<file path="src/rtl/rx_rdy_irq.sv">
module rx_rdy_irq #(
  parameter int FIFO_DEPTH = 64,
  parameter int DATA_W = 32,
  parameter int ADDR_W = 4,
  parameter int THR_LSB = 11,
  parameter int THR_W = 6,
  localparam int LVL_W = $clog2(FIFO_DEPTH) + 1
) (
  input  logic              clk,
  input  logic              rst_n,
  input  logic              reg_wr,
  input  logic [ADDR_W-1:0] reg_addr,
  input  logic [DATA_W-1:0] reg_wdata,
  output logic [DATA_W-1:0] reg_rdata,
  input  logic [LVL_W-1:0]  fifo_level,
  input  logic              ovr_evt,
  input  logic              unr_evt,
  output logic              irq
);
  localparam int SCALE_SH = (FIFO_DEPTH >= 256) ? 2 : (FIFO_DEPTH >= 128) ? 1 : 0;
  localparam int CMP_W = LVL_W + THR_W + 2;
  localparam logic [1:0] W_CFG = 2'd0, W_EN = 2'd1, W_STAT = 2'd2, W_CLR = 2'd3;

  logic [THR_W-1:0] thr_q;
  logic [2:0]       en_q;
  logic [1:0]       clr_q;
  logic [1:0]       pend_q;
  logic             rdy_q;
  logic [1:0]       widx;
  logic [CMP_W-1:0] thr_bytes, lvl_ext;

  assign widx      = reg_addr[3:2];
  assign thr_bytes = CMP_W'(thr_q) << SCALE_SH;
  assign lvl_ext   = CMP_W'(fifo_level);

  always_ff @(posedge clk or negedge rst_n) begin
    if (!rst_n) begin
      thr_q <= '0;
      en_q  <= '0;
      clr_q <= '0;
    end else if (reg_wr) begin
      case (widx)
        W_CFG:   thr_q <= reg_wdata[THR_LSB +: THR_W];
        W_EN:    en_q  <= reg_wdata[2:0];
        W_CLR:   clr_q <= reg_wdata[2:1];
        default: ;
      endcase
    end
  end

  always_ff @(posedge clk or negedge rst_n) begin
    if (!rst_n) rdy_q <= 1'b0;
    else        rdy_q <= (thr_q != '0) && (lvl_ext >= thr_bytes);
  end

  always_ff @(posedge clk or negedge rst_n) begin
    if (!rst_n) begin
      pend_q <= '0;
    end else begin
      pend_q[0] <= clr_q[0] ? 1'b0 : (pend_q[0] | ovr_evt);
      pend_q[1] <= clr_q[1] ? 1'b0 : (pend_q[1] | unr_evt);
    end
  end

  always_comb begin
    reg_rdata = '0;
    case (widx)
      W_CFG:  reg_rdata[THR_LSB +: THR_W] = thr_q;
      W_EN:   reg_rdata[2:0] = en_q;
      W_STAT: reg_rdata[2:0] = {pend_q, rdy_q};
      W_CLR:  reg_rdata[2:1] = clr_q;
      default: ;
    endcase
  end

  assign irq = (rdy_q & en_q[0]) | (pend_q[0] & en_q[1]) | (pend_q[1] & en_q[2]);
endmodule

</file>
<file path="config.mk">
export PLATFORM = sky130hd
export DESIGN_NAME = rx_rdy_irq
export DESIGN_NICKNAME = d
export VERILOG_FILES = /design/src/rtl/rx_rdy_irq.sv
export SDC_FILE = /design/constraint.sdc
export NUM_CORES = 1
export LEC_CHECK = 0
export ABC_AREA = 1
export BUFFER_PORTS_ARGS = -buffer_cell sky130_fd_sc_hd__buf_4
export CAP_MARGIN = 0
export CORE_ASPECT_RATIO = 0.8
export CORE_MARGIN = 5
export CORE_UTILIZATION = 40
export CTS_CLUSTER_SIZE = 8
export DETAILED_ROUTE_END_ITERATION = 10
export HOLD_SLACK_MARGIN = 0.08
export PLACE_DENSITY = 0.84
export SYNTH_ARGS = -nofsm -noshare
export SYNTH_HDL_FRONTEND = slang
export SYNTH_SLANG_ARGS = --single-unit
export TNS_END_PERCENT = 30
</file>
<file path="constraint.sdc">
create_clock -name clk -period 1.3 [get_ports clk]
set_input_delay 0.195 -clock clk [delete_from_list [all_inputs] [get_ports clk]]
set_output_delay 0.195 -clock clk [all_outputs]
set_load 0.005 [all_outputs]
</file>
**Word-level counts from Yosys, hierarchy flattened**

Cells that the tools add are included.

- Bitwise logic cells: 7
- Equality and inequality tests: 3
- Mux-type cells: 5
- Reductions and logical operators: 6
- Magnitude comparators: 1

Operators by type and width:

| operator | number |
|---|---|
| $ge A7 B6 Y1 | 1 |
| $mux W6 | 1 |
| $pmux W2 S3 | 1 |
| $reduce_and A2 Y1 | 3 |
| $reduce_bool A6 Y1 | 1 |
| $eq A2 B2 Y1 const B | 2 |
| $or A1 B1 Y1 | 4 |
| $and A1 B1 Y1 | 3 |
| $eq A2 B1 Y1 const B | 1 |
| $logic_not A2 Y1 | 1 |
| $mux W1 | 2 |
| $pmux W1 S2 | 1 |
| $logic_and A1 B1 Y1 | 1 |

- Register bits after elaboration: 14
- Input port bits: 48
- Word-level logic and storage cells: 27
- Output and inout port bits: 33

**Depth between registers and ports, before layout**

Gate-level depths: netlist of run 1.

- Depth in word-level cells: 3
- Mapped depth: 8
- Gate-level depth less buffers: 8

**Worst setup path after synthesis of run 1**

No wires, ideal clock.

- Path kind: register -> register
- Start point: register thr_q[5]
- End point: register rdy_q
- Setup slack: 148 ps
- Buffers on the path: 0
- Cell stages (with the launch flop): 9
- Arrival: 1081 ps
- Data required time: 1229 ps
- Period minus slack after synthesis: 1152 ps
- Library setup time: 71 ps
- Cells stage by stage: dfrtp_1 -> inv_1 -> ha_1 -> nand2_1 -> nor2_1 -> nand2_1 -> nor2_1 -> nor2_1 -> nor2_1

- Cells in the longest elaborated chain, start to end: 2
- Elaborated cells on any way between the ends: 3
- Classes of those cells: order compare: 1; reduce/logical: 2

Ends and longest elaborated chain:

| element | line | text |
|---|---|---|
| start, declared | 24 | `logic [THR_W-1:0] thr_q;` |
| start signal, assigned | 43 | `W_CFG: thr_q <= reg_wdata[THR_LSB +: THR_W];` |
| $ge A7 B6 Y1 / $reduce_bool A6 Y1 (equally long branches) | 53 | `else rdy_q <= (thr_q != '0) && (lvl_ext >= thr_bytes);` |
| $logic_and A1 B1 Y1 (*) | 53 |  |
| end signal, assigned | 53 |  |
| end, declared | 28 | `logic rdy_q;` |

Mark *: on every way between the ends. The rest lies on a longest branch, timed or not.
A chain may end at the register's enable or synchronous reset.

**Final worst setup path of run 1**

- Start point: register pend_q[1]
- End point: output reg_rdata[2]

- Cells in the longest elaborated chain, start to end: 1

Ends and longest elaborated chain:

| element | line | text |
|---|---|---|
| start, declared | 27 | `logic [1:0] pend_q;` |
| start signal, assigned | 61 | `pend_q[1] <= clr_q[1] ? 1'b0 : (pend_q[1] \| unr_evt);` |
| $pmux W2 S3 | 67 | `case (widx)` |
| end, declared | 14 | `output logic [DATA_W-1:0] reg_rdata,` |

No other way between the ends.

==> results of run 1 <==
[power by group through the flow]
stage	sequential, W	combinational, W	clock [W]
5_1_grt	0.000574	0.000585	0.000344
4_1_cts	0.000560	0.000427	0.000325
2_1_floorplan	0.000557	0.000284	0
3_5_place_dp	0.000569	0.000421	0
3_3_place_gp	0.000565	0.000410	0
6_report	0.000567	0.000519	0.000318
[cell type report]
| cell class | instances | area, sq um | area share [%] |
|---|---|---|---|
| Timing Repair Buffer | 44 | 340 | 22.8 |
| Inverter | 22 | 82.6 | 5.53 |
| Tap cell | 38 | 47.5 | 3.19 |
| Sequential cell | 14 | 350 | 23.5 |
| Clock buffer | 4 | 36.3 | 2.43 |
| Multi-Input combinational cell | 107 | 636 | 42.6 |
[through the flow]
| step | area (sq um) | total power (W) |
|---|---|---|
| floorplan | 1190 | 0.000841 |
| global placement | 1350 | 0.000975 |
| detailed placement | 1350 | 0.000990 |
| CTS | 1390 | 0.00131 |
| global route | 1490 | 0.00150 |
| finish | 1490 | 0.00140 |
[sequential cells by signal, summed over array words and instances (netlist names)]
signal,cells
thr_q,6
en_q,3
clr_q,2
pend_q,2
rdy_q,1
[timing repair]
item | in CTS | in global routing
setup buffers | 0 | 4
gates resized for setup | 0 | 16
hold endpoints to repair | 14 | 0
hold buffers | 1 | 0
setup endpoints to repair | 0 | 5
[cells in the final DEF, fill, tap and decap left out, drive strengths merged]
cell and count:
conb 23, nand2 36, buf 43, ha 11
dlygate4sd3 1, a21boi 1, o21ai 4, a21oi 5
nand3 5, inv 22, clkbuf 4, dfrtp 14
nor2 19, mux2 2, nor3 1
[worst max-delay path by stage]
stage              endpoint   startpoint
2_1_floorplan         rdy_q     thr_q[5]
3_3_place_gp          rdy_q     thr_q[5]
6_report       reg_rdata[2]    pend_q[1]
5_1_grt               rdy_q     thr_q[1]
4_1_cts        reg_rdata[2]    pend_q[1]
3_5_place_dp   reg_rdata[0]  reg_addr[3]
[critical path: stages (launching register included)]
cell and delay (ps):
dfrtp_1 410, nand2_1 90, nand3_2 80, nand2_1 70, inv_1 40, buf_6 100
[per-layer routing]
metal	part of all wire, %	global-route usage (%)
met3	5.6	2.36
met2	50	17.0
met5	0	0
met4	0.64	5.28
met1	44	14.5
[cells by family (layout without fill, tap and decap cells)]
family                   Yosys count  after routing
buffers and inverters             46             70
AND/OR/NAND/NOR                   61             61
other                              1             23
flip-flops                        14             14
AO/OA/AOI/OAI                     10             10
multiplexers                       2              2
adder cells (fa/ha/maj)           11             11
==> metrics.md, run 1 <==
| Metric | Value |
|---|---|
| Synth Area in Simple Gates | `22.7%` |
| Fmax | `about 790 MHz` |
| H-tree levels | `1` |
| Final ANT Viol Nets | `0` |
| Post-DP HPWL | `1840 um` |
| Synth area leader | `dfrtp_1` |
| Layout area overhead | `34.8%` |
| Hold EP | `pend_q[1]` |
| Internal power | `between 0.0009 and 0.001 W` |
| Fin Setup TNS | `0 ps` |
| Period utilisation layout | `between 90% and 100%` |
| HP Class | `primary input to flop` |
| Final wirelength | `2360 um` |
| Die W | `slightly below 70 um` |
| Hold Crit Start | `unr_evt` |
| Residual DRC | `0` |
| Tmin final | `about 1300 ps` |
| DR pass1 iterations | `3` |
| RSZ-0062 raised after global routing | `yes` |
| Asr flop ratio synth | `100%` |
| CP Capture Type | `primary output` |
| Mean Syn Cell Area | `7.64 sq um` |
| # diodes | `0` |
| Unique masters post-synth | `17` |
| Flop and latch count out of synthesis | `14` |
| Final core occ | `55.3%` |
| Slew Limit Fails | `0` |
| Buffers on Ports | `32` |
| Hold Crit Depth | `3` |
| FF-to-FF Start | `thr_q[1]` |
| Share of the synthesized area in the top cell type | `approximately a third` |
| Nets@finish | `about 250` |
| Die H | `around 57 um` |
| Routability Congestion | `between 0.8 and 0.9` |
| Core area | `between 2000 and 3000 sq um` |
| Die Area | `between 3000 and 4000 sq um` |
| Synthesized area | `1110 sq um` |
| Largest family of logic cells by synthesized area | `buffers and inverters` |
| Ports | `81` |
| Switching share of power | `around a third` |
| Placed Instances | `220` |
| Synth warn | `0` |
| Startpoint Class | `flop` |
| Grt total ovfl | `0` |
| Root Buffer Master | `clkbuf_4` |
| Max cap viols | `0` |
| Row cnt | `17` |
| Fill cells | `between 200 and 300` |
| Power per cell area | `approximately 940 nW/um^2` |
| Cells after Synth | `around 150` |
| Via Count | `around 940` |
| Initial core utilization | `between 40% and 50%` |
| Final setup vio count | `0` |
| Vias/cell | `approximately 4.1` |
| Worst flop-to-flop path endpoint | `rdy_q` |
| Iter 0 DRT Violations | `13` |
| Clk Latency, worst-skew pair | `280 ps` |
| Multiplexer share of the synthesized area | `around 2.4%` |
| Synth Area in XOR/XNOR | `0%` |
| GRT Util Overall | `11.0%` |
| Fin cells | `229` |
| Post-synth top flop | `dfrtp_1` |
| Critical Path RT | `between 1000 and 1500 ps` |
| Antenna violations before repair | `0` |
| Clock sink count | `14` |
| Static leakage | `0.848 nW` |
| Number of global-route vias before repair | `around 800` |
| Flop2flop setup slack | `~60 ps` |
| Dominant cells by area after synthesis | `dfrtp_1 (32%), buf_4 (16%), ha_1 (12%), nand2_1 (12%), inv_1 (7.5%)` |
| Most frequent cell after synthesis | `nand2_1` |
| FF-to-FF path depth | `8` |
| Largest net degree at the start of global routing | `15` |
| Combinational Power Share | `a little under two fifths` |
| Worst-path clk slew | `90 ps` |
| Final setup margin | `between 30 and 40 ps` |
| Critical path type | `flop to primary output` |
| CTS tree | `built` |
| Worst Skew | `4.50 ps` |
| Post-synthesis sequential area ratio | `between 30% and 40%` |
| Drt wl/cell | `roughly 10 um` |
| Clk pwr share | `around 23%` |
| Crit path max fanout | `3` |
| First-pass GRT wire length | `3270 um` |
| Top cells by count, synth | `nand2_1 (35), buf_4 (23), inv_1 (22), dfrtp_1 (14), nor2_1 (14)` |
| Psw | `between 0.0004 and 0.0005 W` |
| Number of synthesized flops with an enable pin | `0` |
| Hold Slack | `around 120 ps` |
| Dpl ws | `between 30 and 40 ps` |
| Adder-cell share of the synthesized area | `approximately 12%` |
| Compound-Gate Fraction of Synth Area | `between 6 and 7%` |
| Seq pwr share | `approximately two fifths` |
| CTS buffer count | `3` |
| Fin. Hold Viols | `0` |
| Status | `complete, no violations` |
| Layout cells sized above 1 | `a little under two fifths` |
| Max Root-Sink Buffers | `2` |
| Critical path arrival | `around 1100 ps` |
| Worst IR Drop VDD | `roughly 0.00034 V` |
Power figures use the tool's default switching activity.
==> inputs of run 2 (changes only) <==
--- a/config.mk
+++ b/config.mk
@@ -8,13 +8,15 @@
 export ABC_AREA = 1
 export BUFFER_PORTS_ARGS = -buffer_cell sky130_fd_sc_hd__buf_4
 export CAP_MARGIN = 0
+export CELL_PAD_IN_SITES_DETAIL_PLACEMENT = 1
+export CELL_PAD_IN_SITES_GLOBAL_PLACEMENT = 2
 export CORE_ASPECT_RATIO = 0.8
 export CORE_MARGIN = 5
-export CORE_UTILIZATION = 40
+export CORE_UTILIZATION = 20
 export CTS_CLUSTER_SIZE = 8
 export DETAILED_ROUTE_END_ITERATION = 10
 export HOLD_SLACK_MARGIN = 0.08
-export PLACE_DENSITY = 0.84
+export PLACE_DENSITY = 0.85
 export SYNTH_ARGS = -nofsm -noshare
 export SYNTH_HDL_FRONTEND = slang
 export SYNTH_SLANG_ARGS = --single-unit
==> run 2 against run 1 <==
Power increased by 4.4%. Critical path depth unchanged. Global-route usage fell by 3.2 points. Cell count is 13% higher. Sequential share of layout area is 1.1 points lower. Via count up 1.6%. Design area grew 4.9%. Core utilization shrank 26 points. Clock-buffer cell count decreased by 1. Routed wire length is 15% higher. Critical path type unchanged.
==> metrics.md, run 2 (synthesis results as in run 1) <==
| Metric | Value |
|---|---|
| Status | `complete, no violations` |
| HP Class | `primary input to flop` |
| RSZ-0062 raised after global routing | `yes` |
| H-tree levels | `1 (unchanged)` |
| Via Count | `951 (+1.6%)` |
| Tmin final | `1230 ps (-33.6 ps)` |
| Cells along the critical path | `nand2_1, nand3_1, nand2_1, inv_1, buf_4` |
| Ports | `81 (unchanged)` |
| Final ANT Viol Nets | `0 (unchanged)` |
| Commonest non-fill, non-tap cell in the layout | `buf_4` |
| Initial core utilization | `20.5% (-21 points)` |
| Root Buffer Master | `clkbuf_8` |
| Antenna violations before repair | `0 (unchanged)` |
| CP bufs+invs | `2 (unchanged)` |
| Design area | `1570 sq um (+4.9%)` |
| Layout cells sized above 1 | `39.9% (+2.2 points)` |
| Row cnt | `24 (+7)` |
| Residual DRC | `0 (unchanged)` |
| Slowest CP cell | `dfrtp_1` |
| Routability Congestion | `0.721 (-14%)` |
| Buffers on Ports | `32 (unchanged)` |
| First-pass GRT wire length | `4430 um (+35%)` |
| CP Capture Type | `primary output` |
| Fmax | `814 MHz (+2.7%)` |
| Fin. Hold Viols | `0 (unchanged)` |
| Clock sink count | `14 (unchanged)` |
| Worst-path clk slew | `50 ps (-40 ps)` |
| Power per cell area | `936 nW/um^2 (-0.51%)` |
| Period utilisation layout | `94.5% (-2.6 points)` |
| Drt wl/cell | `10.6 um (+2.5%)` |
| Core area | `5410 sq um (+100%)` |
| Die W | `93.2 um (+35%)` |
| Die H | `76.6 um (+34%)` |
| Crit-path leading delay family | `flip-flops` |
| Number of global-route vias before repair | `958 (+19%)` |
| Post-DP HPWL | `2350 um (+27%)` |
| Nets@finish | `254 (+1.2%)` |
| Final setup vio count | `0 (unchanged)` |
| Critical path type | `flop to primary output` |
| Die Area | `7130 sq um (+82%)` |
| Worst IR Drop VDD | `0.000362 V (+6.7%)` |
| Clk Latency, worst-skew pair | `240 ps (-40 ps)` |
| Most common cell on crit path | `nand2_1` |
| Largest net degree at the start of global routing | `15 (unchanged)` |
| Final wirelength | `2720 um (+15%)` |
| Slew Limit Fails | `0 (unchanged)` |
| Critical Path RT | `1110 ps (about the same)` |
| Static leakage | `0.863 nW (+1.9%)` |
| Vias/cell | `3.69 (-9.8%)` |
| Critical path arrival | `1030 ps (-40 ps)` |
| Grt total ovfl | `0 (unchanged)` |
| GRT Util Overall | `7.83% (-3.2 points)` |
| Placed Instances | `253 (+15%)` |
| CTS tree | `built` |
| Crit path max fanout | `3 (unchanged)` |
| DR pass1 iterations | `4 (+1)` |
| CTS buffer count | `3 (unchanged)` |
| Top flop regs | `thr_q: 6 flops, en_q: 3 flops` |
| Max cap viols | `0 (unchanged)` |
| DP Area | `1430 sq um (+5.9%)` |
| Final setup margin | `71.7 ps (+33.6 ps)` |
| Iter 0 DRT Violations | `18 (+5)` |
| Most frequent cells in the layout | `buf_4 (46), nand2_1 (32), conb_1 (23), inv_1 (18), dfrtp_1 (14)` |
| Startpoint Class | `flop` |
| Hold Slack | `180 ps (+58.3 ps)` |
| Fill cells | `665 (+150%)` |
| Max Root-Sink Buffers | `2 (unchanged)` |
| Most flop-heavy register | `thr_q` |
| # diodes | `0 (unchanged)` |
| Dpl ws | `-14.6 ps (-51.6 ps)` |
| Fin cells | `258 (+13%)` |
| Max reg flops | `6 (unchanged)` |
| Worst Skew | `0.657 ps (-3.84 ps)` |
| Layout area overhead | `41.5%` |
| Largest stage delay, worst path | `400 ps (about the same)` |
## run 2: changes by cell type in the layout (fill, tap and decap cells not counted), moves of 2 or more
cell      previous run  this run
buf_6                2         0
ha_2                 0         2
ha_1                 7         5
clkbuf_4             3         0
buf_4               41        46
clkbuf_8             1         3
## run 2: cell type report
cell class,instances,area (sq um),share of cell area [%]
repair buffers,47,355,22.7
well taps,65,81.3,5.19
clock buffers,3,41.3,2.64
multi-input cells,107,656,41.9
flip-flops and latches,14,350,22.4
inverters,22,82.6,5.27
## run 2: through the flow
stage | total power (W) | setup TNS [ps] | utilization, %
2_1_floorplan | 0.000841 | 0 | -
3_3_place_gp | 0.00103 | 0 | 26.4
5_1_grt | 0.00159 | -28.8 | 29.0
3_5_place_dp | 0.00105 | -14.6 | 26.4
6_report | 0.00147 | 0 | 29.0
4_1_cts | 0.00141 | 0 | 27.4
## run 2: report_power, final
part	total [W]	leakage [nW]	switching (W)	internal (W)
registers	0.000564	0.162	0.0000539	0.000510
logic	0.000547	0.680	0.000256	0.000291
clock network	0.000355	0.0216	0.000150	0.000205
## run 2: path summary, 6_finish.rpt
path                                 from            to  slack [ps]  cells after the start
worst max-delay path            pend_q[1]  reg_rdata[2]          70                      5
worst min-delay path              ovr_evt     pend_q[0]         180                      3
worst max register to register   thr_q[5]         rdy_q          80                      8
worst min register to register   clr_q[0]     pend_q[0]         480                      1
max in group asynchronous           rst_n       en_q[0]         780                      2
min in group asynchronous           rst_n      thr_q[2]         350                      2
## run 2: worst register-to-register path, delay by kind of cell (launching register included)
family	cells	cell delay, ps
buffers and inverters	1	60
and+or+nand+nor	6	440
DFF	1	370
adders and majority gates	1	270
## run 2: repair_timing
item / CTS / global route
resized for setup: 1 / 17
endpoints found under the setup margin: 1 / 4
endpoints found under the hold margin: 14 / 0
hold buffers: 1 / 0
buffers inserted: 0 / 1
pin swaps: 0 / 8
## run 2: per-layer routing
| layer | up-vias | track usage, % | part of all wire, % | wire (um) |
|---|---|---|---|---|
| met1 | 427 | 9.86 | 46 | 1250 |
| met2 | 27 | 12.4 | 46 | 1250 |
| met5 | - | 0 | 0 | 0 |
| li1 | 493 | - | - | - |
| met4 | 0 | 3.95 | 2.1 | 57 |
| met3 | 4 | 1.78 | 6.1 | 167 |
==> inputs of run 3 (changes only) <==
--- a/config.mk
+++ b/config.mk
@@ -17,6 +17,7 @@
 export DETAILED_ROUTE_END_ITERATION = 10
 export HOLD_SLACK_MARGIN = 0.08
 export PLACE_DENSITY = 0.85
+export RECOVER_POWER = 100
 export SYNTH_ARGS = -nofsm -noshare
 export SYNTH_HDL_FRONTEND = slang
 export SYNTH_SLANG_ARGS = --single-unit
==> run 3 against run 2 <==
Clock-buffer cell count unchanged. Critical path depth stayed put. Clock power about the same. Register-to-register slack about the same. Sequential share of layout area grew 0.36 points. Core utilization shrank 0.46 points. Critical path type unchanged.
==> metrics.md, run 3 (synthesis results as in run 1) <==
| Metric | Value |
|---|---|
| GRT Util Overall | `7.83% (unchanged)` |
| Max reg flops | `6 (unchanged)` |
| Final setup margin | `66.9 ps (-4.88 ps)` |
| Worst IR Drop VDD | `0.000361 V (-0.24%)` |
| Routability Congestion | `0.721 (unchanged)` |
| Drt wl/cell | `10.6 um (+0.37%)` |
| Core area | `5410 sq um (unchanged)` |
| Worst Skew | `0.660 ps (+0.00214 ps)` |
| Ports | `81 (unchanged)` |
| Final setup vio count | `0 (unchanged)` |
| Max Root-Sink Buffers | `2 (unchanged)` |
| Antenna violations before repair | `0 (unchanged)` |
| Startpoint Class | `flop` |
| Final wirelength | `2730 um (+0.37%)` |
| Fill cells | `668 (+0.45%)` |
| Commonest non-fill, non-tap cell in the layout | `buf_4` |
| DR pass1 iterations | `4 (unchanged)` |
| Via Count | `950 (-0.11%)` |
| Number of global-route vias before repair | `958 (unchanged)` |
| Iter 0 DRT Violations | `30 (+12)` |
| Slowest CP cell | `dfrtp_1` |
| GRT busiest layer | `met2` |
| Top flop regs | `thr_q: 6 flops, en_q: 3 flops` |
| Fin cells | `258 (unchanged)` |
| Initial core utilization | `20.5% (unchanged)` |
| Die Area | `7130 sq um (unchanged)` |
| Met1 Use GR | `9.86% (unchanged)` |
| Critical Path RT | `1110 ps (about the same)` |
| Crit path max fanout | `3 (unchanged)` |
| Flop2flop setup slack | `70 ps (about the same)` |
| Vias/cell | `3.68 (-0.11%)` |
| Largest stage delay, worst path | `400 ps (about the same)` |
| Fin Setup TNS | `0 ps (unchanged)` |
| Crit-path leading delay family | `flip-flops` |
| CP Capture Type | `primary output` |
| Cells along the critical path | `nand2_1, nand3_1, nand2_1, inv_1, clkbuf_4` |
| Clock sink count | `14 (unchanged)` |
| Power per cell area | `942 nW/um^2 (+0.71%)` |
| Root Buffer Master | `clkbuf_8` |
| Tmin final | `1230 ps (+4.88 ps)` |
| Layout cells sized above 1 | `36.8% (-3.1 points)` |
| Max cap viols | `0 (unchanged)` |
| Residual DRC | `0 (unchanged)` |
| # diodes | `0 (unchanged)` |
| Post-DP HPWL | `2350 um (unchanged)` |
| Row cnt | `24 (unchanged)` |
| First-pass GRT wire length | `4430 um (unchanged)` |
| Fmax | `811 MHz (-0.40%)` |
| Most common cell on crit path | `nand2_1` |
| CP bufs+invs | `2 (unchanged)` |
| Most flop-heavy register | `thr_q` |
| Grt total ovfl | `0 (unchanged)` |
| Nets@finish | `254 (unchanged)` |
| Largest net degree at the start of global routing | `15 (unchanged)` |
| Grt met2 use | `12.4% (unchanged)` |
| Placed Instances | `253 (unchanged)` |
| Die H | `76.6 um (unchanged)` |
| Static leakage | `0.846 nW (-2.0%)` |
| Final ANT Viol Nets | `0 (unchanged)` |
| HP Class | `primary input to flop` |
| Fin. Hold Viols | `0 (unchanged)` |
| Buffers on Ports | `32 (unchanged)` |
| Most frequent cells in the layout | `buf_4 (38), nand2_1 (33), conb_1 (23), inv_1 (18), dfrtp_1 (14)` |
| Grt met3 use | `1.78% (unchanged)` |
| Worst-path clk slew | `60 ps (about the same)` |
| CTS buffer count | `3 (unchanged)` |
| RSZ-0062 raised after global routing | `yes` |
| H-tree levels | `1 (unchanged)` |
| Slew Limit Fails | `0 (unchanged)` |
| CTS tree | `built` |
| Dpl ws | `-14.6 ps (unchanged)` |
| Die W | `93.2 um (unchanged)` |
| Critical path type | `flop to primary output` |
| Layout area overhead | `39.2%` |
| Critical path arrival | `1040 ps (about the same)` |
| Clk Latency, worst-skew pair | `240 ps (about the same)` |
| Period utilisation layout | `94.9% (+0.38 points)` |
| Status | `complete, no violations` |
run 3: cell count changes in the layout (fill, tap and decap cells not counted), sizes merged:
cell    change
buf         -8
clkbuf      +8
run 3: report_power, final:
group	leakage, nW	internal [W]	switching, W
Sequential	0.162	0.000510	0.0000540
Clock	0.0216	0.000205	0.000150
Combinational	0.663	0.000279	0.000255
Total	0.846	0.000994	0.000459
run 3: metrics by stage:
step | power (W) | instance area [sq um] | hold slack (ps) | utilization [%]
after global placement | 0.00103 | 1430 | 61.7 | 26.4
final | 0.00145 | 1540 | 172 | 28.5
after global routing | 0.00157 | 1540 | 177 | 28.5
after detailed placement | 0.00105 | 1430 | 67.5 | 26.4
after floorplan | 0.000841 | 1190 | -101 | -
after CTS | 0.00141 | 1480 | 175 | 27.4
run 3: worst paths after layout:
kind,start,endpoint,cells past startpoint
setup / recovery,pend_q[1],reg_rdata[2],5
hold / removal,reg_wdata[11],thr_q[0],2
setup reg to reg,thr_q[5],rdy_q,8
hold reg to reg,clr_q[1],pend_q[1],1
max in group asynchronous,rst_n,en_q[0],2
min in group asynchronous,rst_n,thr_q[2],2
run 3: area by class of cell:
type,count,area (sq um),area share (%)
clock buffers,3,41.3,2.68
inverters,22,82.6,5.36
multi-input cells,107,647,42.0
flip-flops and latches,14,350,22.7
well taps,65,81.3,5.28
repair buffers,47,339,22.0
run 3: per-layer routing:
layer	routed length, um	vias to the layer above
met5	0	-
met4	57	0
met3	167	4
met2	1240	27
met1	1270	426
li1	-	493
run 3: timing repair:
action	in CTS	in global routing
pin swaps	0	8
gates resized for setup	1	17
setup buffers	0	1
setup endpoints to repair	1	4
hold buffers	1	0
hold endpoints to repair	14	0
run 3: worst reg2reg max path: stages (launching register included):
cell and delay, ps:
dfrtp_1 370, inv_2 60, ha_4 270, nand2_4 50
nor2_4 110, nand2_2 60, nor2_2 70, nor2_1 40
nor2_1 110
